## src/rtl/hb_pkg.sv

```systemverilog
package hb_pkg;
  parameter int unsigned HB_CNT_W = 11;
  typedef logic [HB_CNT_W-1:0] ms_cnt_t;
  localparam ms_cnt_t MS_CNT_MAX = '1;

  // saturating increment of a millisecond counter
  function automatic ms_cnt_t ms_sat_inc(input ms_cnt_t c);
    return (c == MS_CNT_MAX) ? c : c + 1'b1;
  endfunction

  // true when the counter sits on the last value before lim_ms elapses
  function automatic logic ms_at_limit(input ms_cnt_t c, input int unsigned lim_ms);
    return c == ms_cnt_t'(lim_ms - 1);
  endfunction

  // true when fewer than lim_ms ticks have been counted
  function automatic logic ms_below(input ms_cnt_t c, input int unsigned lim_ms);
    return 32'(c) < lim_ms;
  endfunction
endpackage

```

## src/rtl/hb_tx_sched.sv

```systemverilog
module hb_tx_sched
  import hb_pkg::*;
#(
  parameter int unsigned SEND_MS  = 400,
  parameter int unsigned RETRY_MS = 50
) (
  input  logic clk,
  input  logic rst_n,
  input  logic tick,
  input  logic enable,
  input  logic fault,
  output logic send_req,
  output logic tone_req
);
  ms_cnt_t send_cnt;
  ms_cnt_t retry_cnt;
  logic    fault_q;

  logic send_live, fault_live, fault_onset, send_due, retry_due;

  assign send_live   = enable & ~fault;
  assign fault_live  = enable & fault;
  assign fault_onset = fault_live & ~fault_q;
  assign send_due    = send_live & tick & ms_at_limit(send_cnt, SEND_MS);
  assign retry_due   = fault_live & ~fault_onset & tick & ms_at_limit(retry_cnt, RETRY_MS);

  always_ff @(posedge clk or negedge rst_n) begin
    if (!rst_n) begin
      send_cnt  <= '0;
      retry_cnt <= '0;
      fault_q   <= 1'b0;
      send_req  <= 1'b0;
      tone_req  <= 1'b0;
    end else begin
      fault_q  <= fault_live;
      send_req <= send_due;
      tone_req <= fault_onset | retry_due;

      if (!send_live)
        send_cnt <= '0;
      else if (tick)
        send_cnt <= send_due ? '0 : ms_sat_inc(send_cnt);

      if (!fault_live || fault_onset)
        retry_cnt <= '0;
      else if (tick)
        retry_cnt <= retry_due ? '0 : ms_sat_inc(retry_cnt);
    end
  end

  assert_send_pulse_R2: assert property (@(posedge clk) disable iff (!rst_n)
    send_req |=> !send_req);
  assert_send_no_fault_R6: assert property (@(posedge clk) disable iff (!rst_n)
    send_req |-> $past(send_live));
  assert_req_exclusive_R6: assert property (@(posedge clk) disable iff (!rst_n)
    !(send_req && tone_req));
  assert_tone_in_fault_R7: assert property (@(posedge clk) disable iff (!rst_n)
    tone_req |-> $past(fault_live));
endmodule

```

## src/rtl/hb_rx_monitor.sv

```systemverilog
module hb_rx_monitor
  import hb_pkg::*;
#(
  parameter int unsigned TIMEOUT_MS = 1000,
  parameter int unsigned FAST_MS    = 200
) (
  input  logic clk,
  input  logic rst_n,
  input  logic tick,
  input  logic enable,
  input  logic hb_seen,
  output logic timeout_event,
  output logic fast_event
);
  ms_cnt_t gap_cnt;
  logic    armed_q;

  // a received heartbeat has priority over a tick in the same cycle
  assign fast_event    = enable & hb_seen & armed_q & ms_below(gap_cnt, FAST_MS);
  assign timeout_event = enable & ~hb_seen & tick & ms_at_limit(gap_cnt, TIMEOUT_MS);

  always_ff @(posedge clk or negedge rst_n) begin
    if (!rst_n) begin
      gap_cnt <= '0;
      armed_q <= 1'b0;
    end else if (!enable) begin
      gap_cnt <= '0;
      armed_q <= 1'b0;
    end else if (hb_seen) begin
      gap_cnt <= '0;
      armed_q <= 1'b1;
    end else if (tick) begin
      gap_cnt <= ms_sat_inc(gap_cnt);
    end
  end

  assert_gap_saturates_R10: assert property (@(posedge clk) disable iff (!rst_n)
    (enable && !hb_seen && tick && gap_cnt == MS_CNT_MAX) |=> gap_cnt == MS_CNT_MAX);
  assert_timeout_single_R3: assert property (@(posedge clk) disable iff (!rst_n)
    timeout_event |=> !timeout_event);
  assert_hb_rearms_R5: assert property (@(posedge clk) disable iff (!rst_n)
    (enable && hb_seen) |=> (armed_q || !$past(enable)));
endmodule

```

## src/rtl/hb_sticky_flag.sv

```systemverilog
module hb_sticky_flag (
  input  logic clk,
  input  logic rst_n,
  input  logic set,
  input  logic clr,
  output logic flag
);
  // set wins over clear
  always_ff @(posedge clk or negedge rst_n) begin
    if (!rst_n) flag <= 1'b0;
    else        flag <= set | (flag & ~clr);
  end
endmodule

```

## src/rtl/hb_supervisor.sv

```systemverilog
module hb_supervisor
  import hb_pkg::*;
#(
  parameter int unsigned SEND_MS    = 400,
  parameter int unsigned TIMEOUT_MS = 1000,
  parameter int unsigned FAST_MS    = 200,
  parameter int unsigned RETRY_MS   = 50
) (
  input  logic clk,
  input  logic rst_n,
  input  logic tick_1ms,
  input  logic enable,
  input  logic fault_present,
  input  logic hb_detected,
  input  logic flag_clear,
  output logic hb_send_req,
  output logic fault_tone_req,
  output logic timeout_flag,
  output logic too_fast_flag
);
  localparam int unsigned N_FLAGS = 2;

  logic timeout_event;
  logic fast_event;
  logic [N_FLAGS-1:0] flag_set;
  logic [N_FLAGS-1:0] flag_q;

  hb_tx_sched #(.SEND_MS(SEND_MS), .RETRY_MS(RETRY_MS)) u_tx (
    .clk(clk), .rst_n(rst_n), .tick(tick_1ms), .enable(enable),
    .fault(fault_present), .send_req(hb_send_req), .tone_req(fault_tone_req)
  );

  hb_rx_monitor #(.TIMEOUT_MS(TIMEOUT_MS), .FAST_MS(FAST_MS)) u_rx (
    .clk(clk), .rst_n(rst_n), .tick(tick_1ms), .enable(enable),
    .hb_seen(hb_detected), .timeout_event(timeout_event), .fast_event(fast_event)
  );

  assign flag_set = {fast_event, timeout_event};

  for (genvar g = 0; g < N_FLAGS; g++) begin : g_flag
    hb_sticky_flag u_flag (
      .clk(clk), .rst_n(rst_n), .set(flag_set[g]), .clr(flag_clear), .flag(flag_q[g])
    );
  end

  assign timeout_flag  = flag_q[0];
  assign too_fast_flag = flag_q[1];

  assert_timeout_cause_R3: assert property (@(posedge clk) disable iff (!rst_n)
    $rose(timeout_flag) |-> $past(timeout_event));
  assert_fast_sets_R4: assert property (@(posedge clk) disable iff (!rst_n)
    fast_event |=> too_fast_flag);
  assert_clear_R8: assert property (@(posedge clk) disable iff (!rst_n)
    (flag_clear && !timeout_event) |=> !timeout_flag);
  assert_idle_when_off_R9: assert property (@(posedge clk) disable iff (!rst_n)
    !enable |=> (!hb_send_req && !fault_tone_req));
endmodule

```

## config.mk

```make
export PLATFORM = sky130hd
export DESIGN_NAME = hb_supervisor
export DESIGN_NICKNAME = d
export VERILOG_FILES = /design/src/rtl/hb_pkg.sv /design/src/rtl/hb_tx_sched.sv /design/src/rtl/hb_rx_monitor.sv /design/src/rtl/hb_sticky_flag.sv /design/src/rtl/hb_supervisor.sv
export SDC_FILE = /design/constraint.sdc
export NUM_CORES = 1
export LEC_CHECK = 0
export ABC_CLOCK_PERIOD_IN_PS = 1700
export CAP_MARGIN = 20
export CORE_ASPECT_RATIO = 2
export CORE_UTILIZATION = 49
export CTS_BUF_LIST = sky130_fd_sc_hd__clkbuf_16
export CTS_CLUSTER_SIZE = 25
export DETAILED_ROUTE_END_ITERATION = 16
export DONT_BUFFER_PORTS = 1
export PLACE_DENSITY = 0.69
export SYNTH_ARGS = -nofsm -noshare
export SYNTH_HDL_FRONTEND = slang
export SYNTH_SLANG_ARGS = --single-unit
```

## constraint.sdc

```tcl
create_clock -name clk -period 1.7 [get_ports clk]
set_input_delay 0.255 -clock clk [delete_from_list [all_inputs] [get_ports clk]]
set_output_delay 0.255 -clock clk [all_outputs]
set_load 0.05 [all_outputs]
```

==> impl_metrics.env <==
export IMPL_place_area_um2=2300
export IMPL_yosysUniqueCellTypes=49
export IMPL_fin_tns_setup_ns=0
export IMPL_regToRegSetupSlack_ns=0.10
export IMPL_setup_viol=0
export IMPL_drt_initial_drc_count=32
export IMPL_ioPinCount=11
export IMPL_grt_first_pass_wirelength_um=8490
export IMPL_cp_max_fo=7
export IMPL_core_um2=4130
export IMPL_fp_dieW_um=48.8
export IMPL_antenna_left=0
export IMPL_cpPeakStageDelay_ns=0.39
export IMPL_finClkSkew_ns=0.00738
export IMPL_port_buffers=0
export IMPL_path_cells="ha_1, nand4_4, o31ai_4, buf_4, or3_1, a21oi_1"
export IMPL_start_util_pct=52.1
export IMPL_synth_cells=230
export IMPL_cts_root_buffer="clkbuf_16"
export IMPL_drtPass1Iterations=4
export IMPL_cts_tree="yes"
export IMPL_hpwlAfterDp_um=3600
export IMPL_synth_edff_count=0
export IMPL_place_ws_ns=0.114
export IMPL_endpoint_kind="flop"
export IMPL_r2r_end="u_tx.send_cnt[3]$_DFFE_PN0P_"
export IMPL_startpoint_type="flop"
export IMPL_ys_warn_count=0
export IMPL_rows=33
export IMPL_setup_slack_ns=0.104
export IMPL_cts_buffers=5
export IMPL_grt_overflow=0
export IMPL_cp_slowest_cell="dfrtp_1"
export IMPL_fin_cells=302
export IMPL_period_share_pct=93.9
export IMPL_die_area_um2=4670
export IMPL_hold_viol=0
export IMPL_via_per_inst=6.07
export IMPL_num_fill_cells=370
export IMPL_clk_transition_reported_paths_ns=0.06
export IMPL_worstHoldStart="flag_clear"
export IMPL_setup_worst_path_start="u_tx.send_cnt[0]$_DFFE_PN0P_"
export IMPL_wirelength_um=4950
export IMPL_fin_area_um2=2510
export IMPL_syn_area_per_cell_um2=9.35
export IMPL_hold_end="g_flag[0].u_flag.flag$_DFF_PN0_"
export IMPL_ir_drop_mv=0.668
export IMPL_h_tree_depth=2
export IMPL_antenna_cells=0
export IMPL_critPathTopFamily="simple AND/OR/NAND/NOR gates"
export IMPL_areaGrowthSynthToFinish_pct=16.8
export IMPL_finish_utilization_pct=60.8
export IMPL_power_density_nw_per_um2=830
export IMPL_min_path_type="primary input to flop"
export IMPL_place_inst=291
export IMPL_crit_type="flop to flop"
export IMPL_cap_viol_max_count=0
export IMPL_nets=260
export IMPL_avgRoutedWirePerCell_um=16.4
export IMPL_rsz0062_at_grt="no"
export IMPL_report_final_slew_viol_count=0
export IMPL_cts_sinks=39
export IMPL_outcome="finished clean"
export IMPL_antenna_found_initial=0
export IMPL_timing_rr_start="u_tx.send_cnt[0]$_DFFE_PN0P_"
export IMPL_synth_fp_nets=241
export IMPL_routabilityCongestion=0.887
export IMPL_relSlewSlack_pct=68.9
export IMPL_drc=0
export IMPL_holdPathStages=1
export IMPL_clock_latency_ns=0.28
export IMPL_grt_pass1_vias=1871
export IMPL_die_y_um=95.7
export IMPL_async_flop_share_pct=100
export IMPL_ys_seq_elements=39
export IMPL_vias=1832
export IMPL_netlist_area_um2=2150
export IMPL_ys_seq_area_share_pct=45.4
export IMPL_clockBufferDepth=2
export IMPL_critPathRequiredTime_ns=1.91
export IMPL_clock_fmax_mhz=627
export IMPL_cp_num_buf_inv=1
export IMPL_drive_gt1_share_pct=15.2
export IMPL_whs_ns=0.0751
export IMPL_arrival_ns=1.80
export IMPL_synth_ff_type="dfrtp_1"
export IMPL_worstMarginPinSlew_ns=0.466
export IMPL_leakage_nw=1.07
export IMPL_total_power_mw=2.08
export IMPL_r2r_cells=6
export IMPL_grt_use_total_pct=24.6
export IMPL_grt_max_degree=40
export IMPL_fin_crit_ns=1.60
worst reg2reg max path, stage by stage, from the launching register on:
cell	delay [ns]
dfrtp_1	0.39
ha_1	0.25
nand4_4	0.13
o31ai_4	0.10
buf_4	0.17
or3_1	0.34
a21oi_1	0.14
cells by family (layout without fill, tap and decap cells):
| group | count (synthesis) | count (layout) | synth area share [%] |
|---|---|---|---|
| XOR/XNOR | 6 | 6 | 2.44 |
| adder cells (fa/ha/maj) | 4 | 4 | 2.33 |
| multiplexers | 2 | 2 | 0.931 |
| AO/OA/AOI/OAI | 48 | 48 | 16.2 |
| AND/OR/NAND/NOR | 111 | 111 | 28.3 |
| flip-flops | 39 | 39 | 45.4 |
| buffers and inverters | 20 | 40 | 4.37 |
routing by layer:
layer	part of all wire, %	global-route usage [%]	vias to the layer above
met1	38	24.9	887
met2	56	45.4	38
li1	-	-	893
met4	4.2	17.4	0
met5	0	0	-
met3	2.3	3.67	14
worst max-delay path by stage:
stage	slack (ns)	end	depth (start not counted)
3_3_place_gp	0.14	u_tx.send_cnt[9]$_DFFE_PN0P_	5
5_1_grt	0.006	u_tx.retry_cnt[1]$_DFFE_PN0P_	6
6_report	0.10	u_tx.send_cnt[3]$_DFFE_PN0P_	6
3_5_place_dp	0.11	u_tx.retry_cnt[1]$_DFFE_PN0P_	6
2_1_floorplan	0.17	u_tx.send_cnt[9]$_DFFE_PN0P_	5
4_1_cts	0.07	u_tx.retry_cnt[1]$_DFFE_PN0P_	6
layout by cell type (no fill, tap or decap), drive strengths merged, types with 2 or more instances in the layout:
master   synthesis  routed
dfrtp           39      39
and3             6       6
a21boi           2       2
o2111ai          2       2
clkbuf           6       5
and2             3       3
inv              9       9
nor2b            2       2
a21oi            9       9
ha               4       4
nand3           16      16
nand2b           3       3
or3              3       3
a211oi           4       4
nor2            31      31
and4             6       6
mux2i            2       2
nand2           12      12
a31oi            4       4
xnor2            2       2
o41ai            3       3
nand4            9       9
nor4             5       5
o211ai           2       2
clkinv           0       2
o31ai            6       6
o21ai            8       8
nor3            10      10
or4              2       2
a41oi            2       2
buf              5      22
o21a             2       2
xor2             4       4
state kept, by name (all words and copies together) (netlist names):
signal,flops
g_flag.u_flag.flag,2
u_rx.armed_q,1
u_rx.gap_cnt,11
u_tx.fault_q,1
u_tx.retry_cnt,11
u_tx.send_cnt,11
u_tx.send_req,1
u_tx.tone_req,1
cells in the mapped netlist, drive strengths merged, types with 4 or more instances:
library cell,number,area [µm²]
nor4,5,31.3
o31ai,6,63.8
o21ai,8,40.0
nand4,9,77.6
nor3,10,50.1
xor2,4,35.0
nand3,16,85.1
nor2,31,116
a31oi,4,25.0
buf,5,33.8
and3,6,37.5
ha,4,50.1
inv,9,33.8
nand2,12,45.0
a21oi,9,45.0
a211oi,4,30.0
and4,6,53.8
dfrtp,39,976
clkbuf,6,26.3
area by class of cell:
class / instances / area (µm²) / area share, %
multi-input combinational: 171 / 1080 / 43.2
sequential: 39 / 976 / 38.9
timing repair buffer: 23 / 188 / 7.47
clock buffer: 5 / 125 / 4.98
tap: 52 / 65.1 / 2.59
clock inverter: 3 / 38.8 / 1.54
inverter: 9 / 33.8 / 1.35
report_power, final:
part           switching [mW]  total, mW  internal [mW]
sequential             0.0168      0.955          0.938
combinational          0.0526     0.0848         0.0322
clock                   0.360       1.04          0.684
timing repair:
action	in CTS	in global routing
setup endpoints to repair	0	1
endpoints found under the hold margin	39	0
gates resized for setup	0	1
buffers inserted	0	1
hold buffers	2	0
Note: power is estimated with default switching activity, not from simulation.
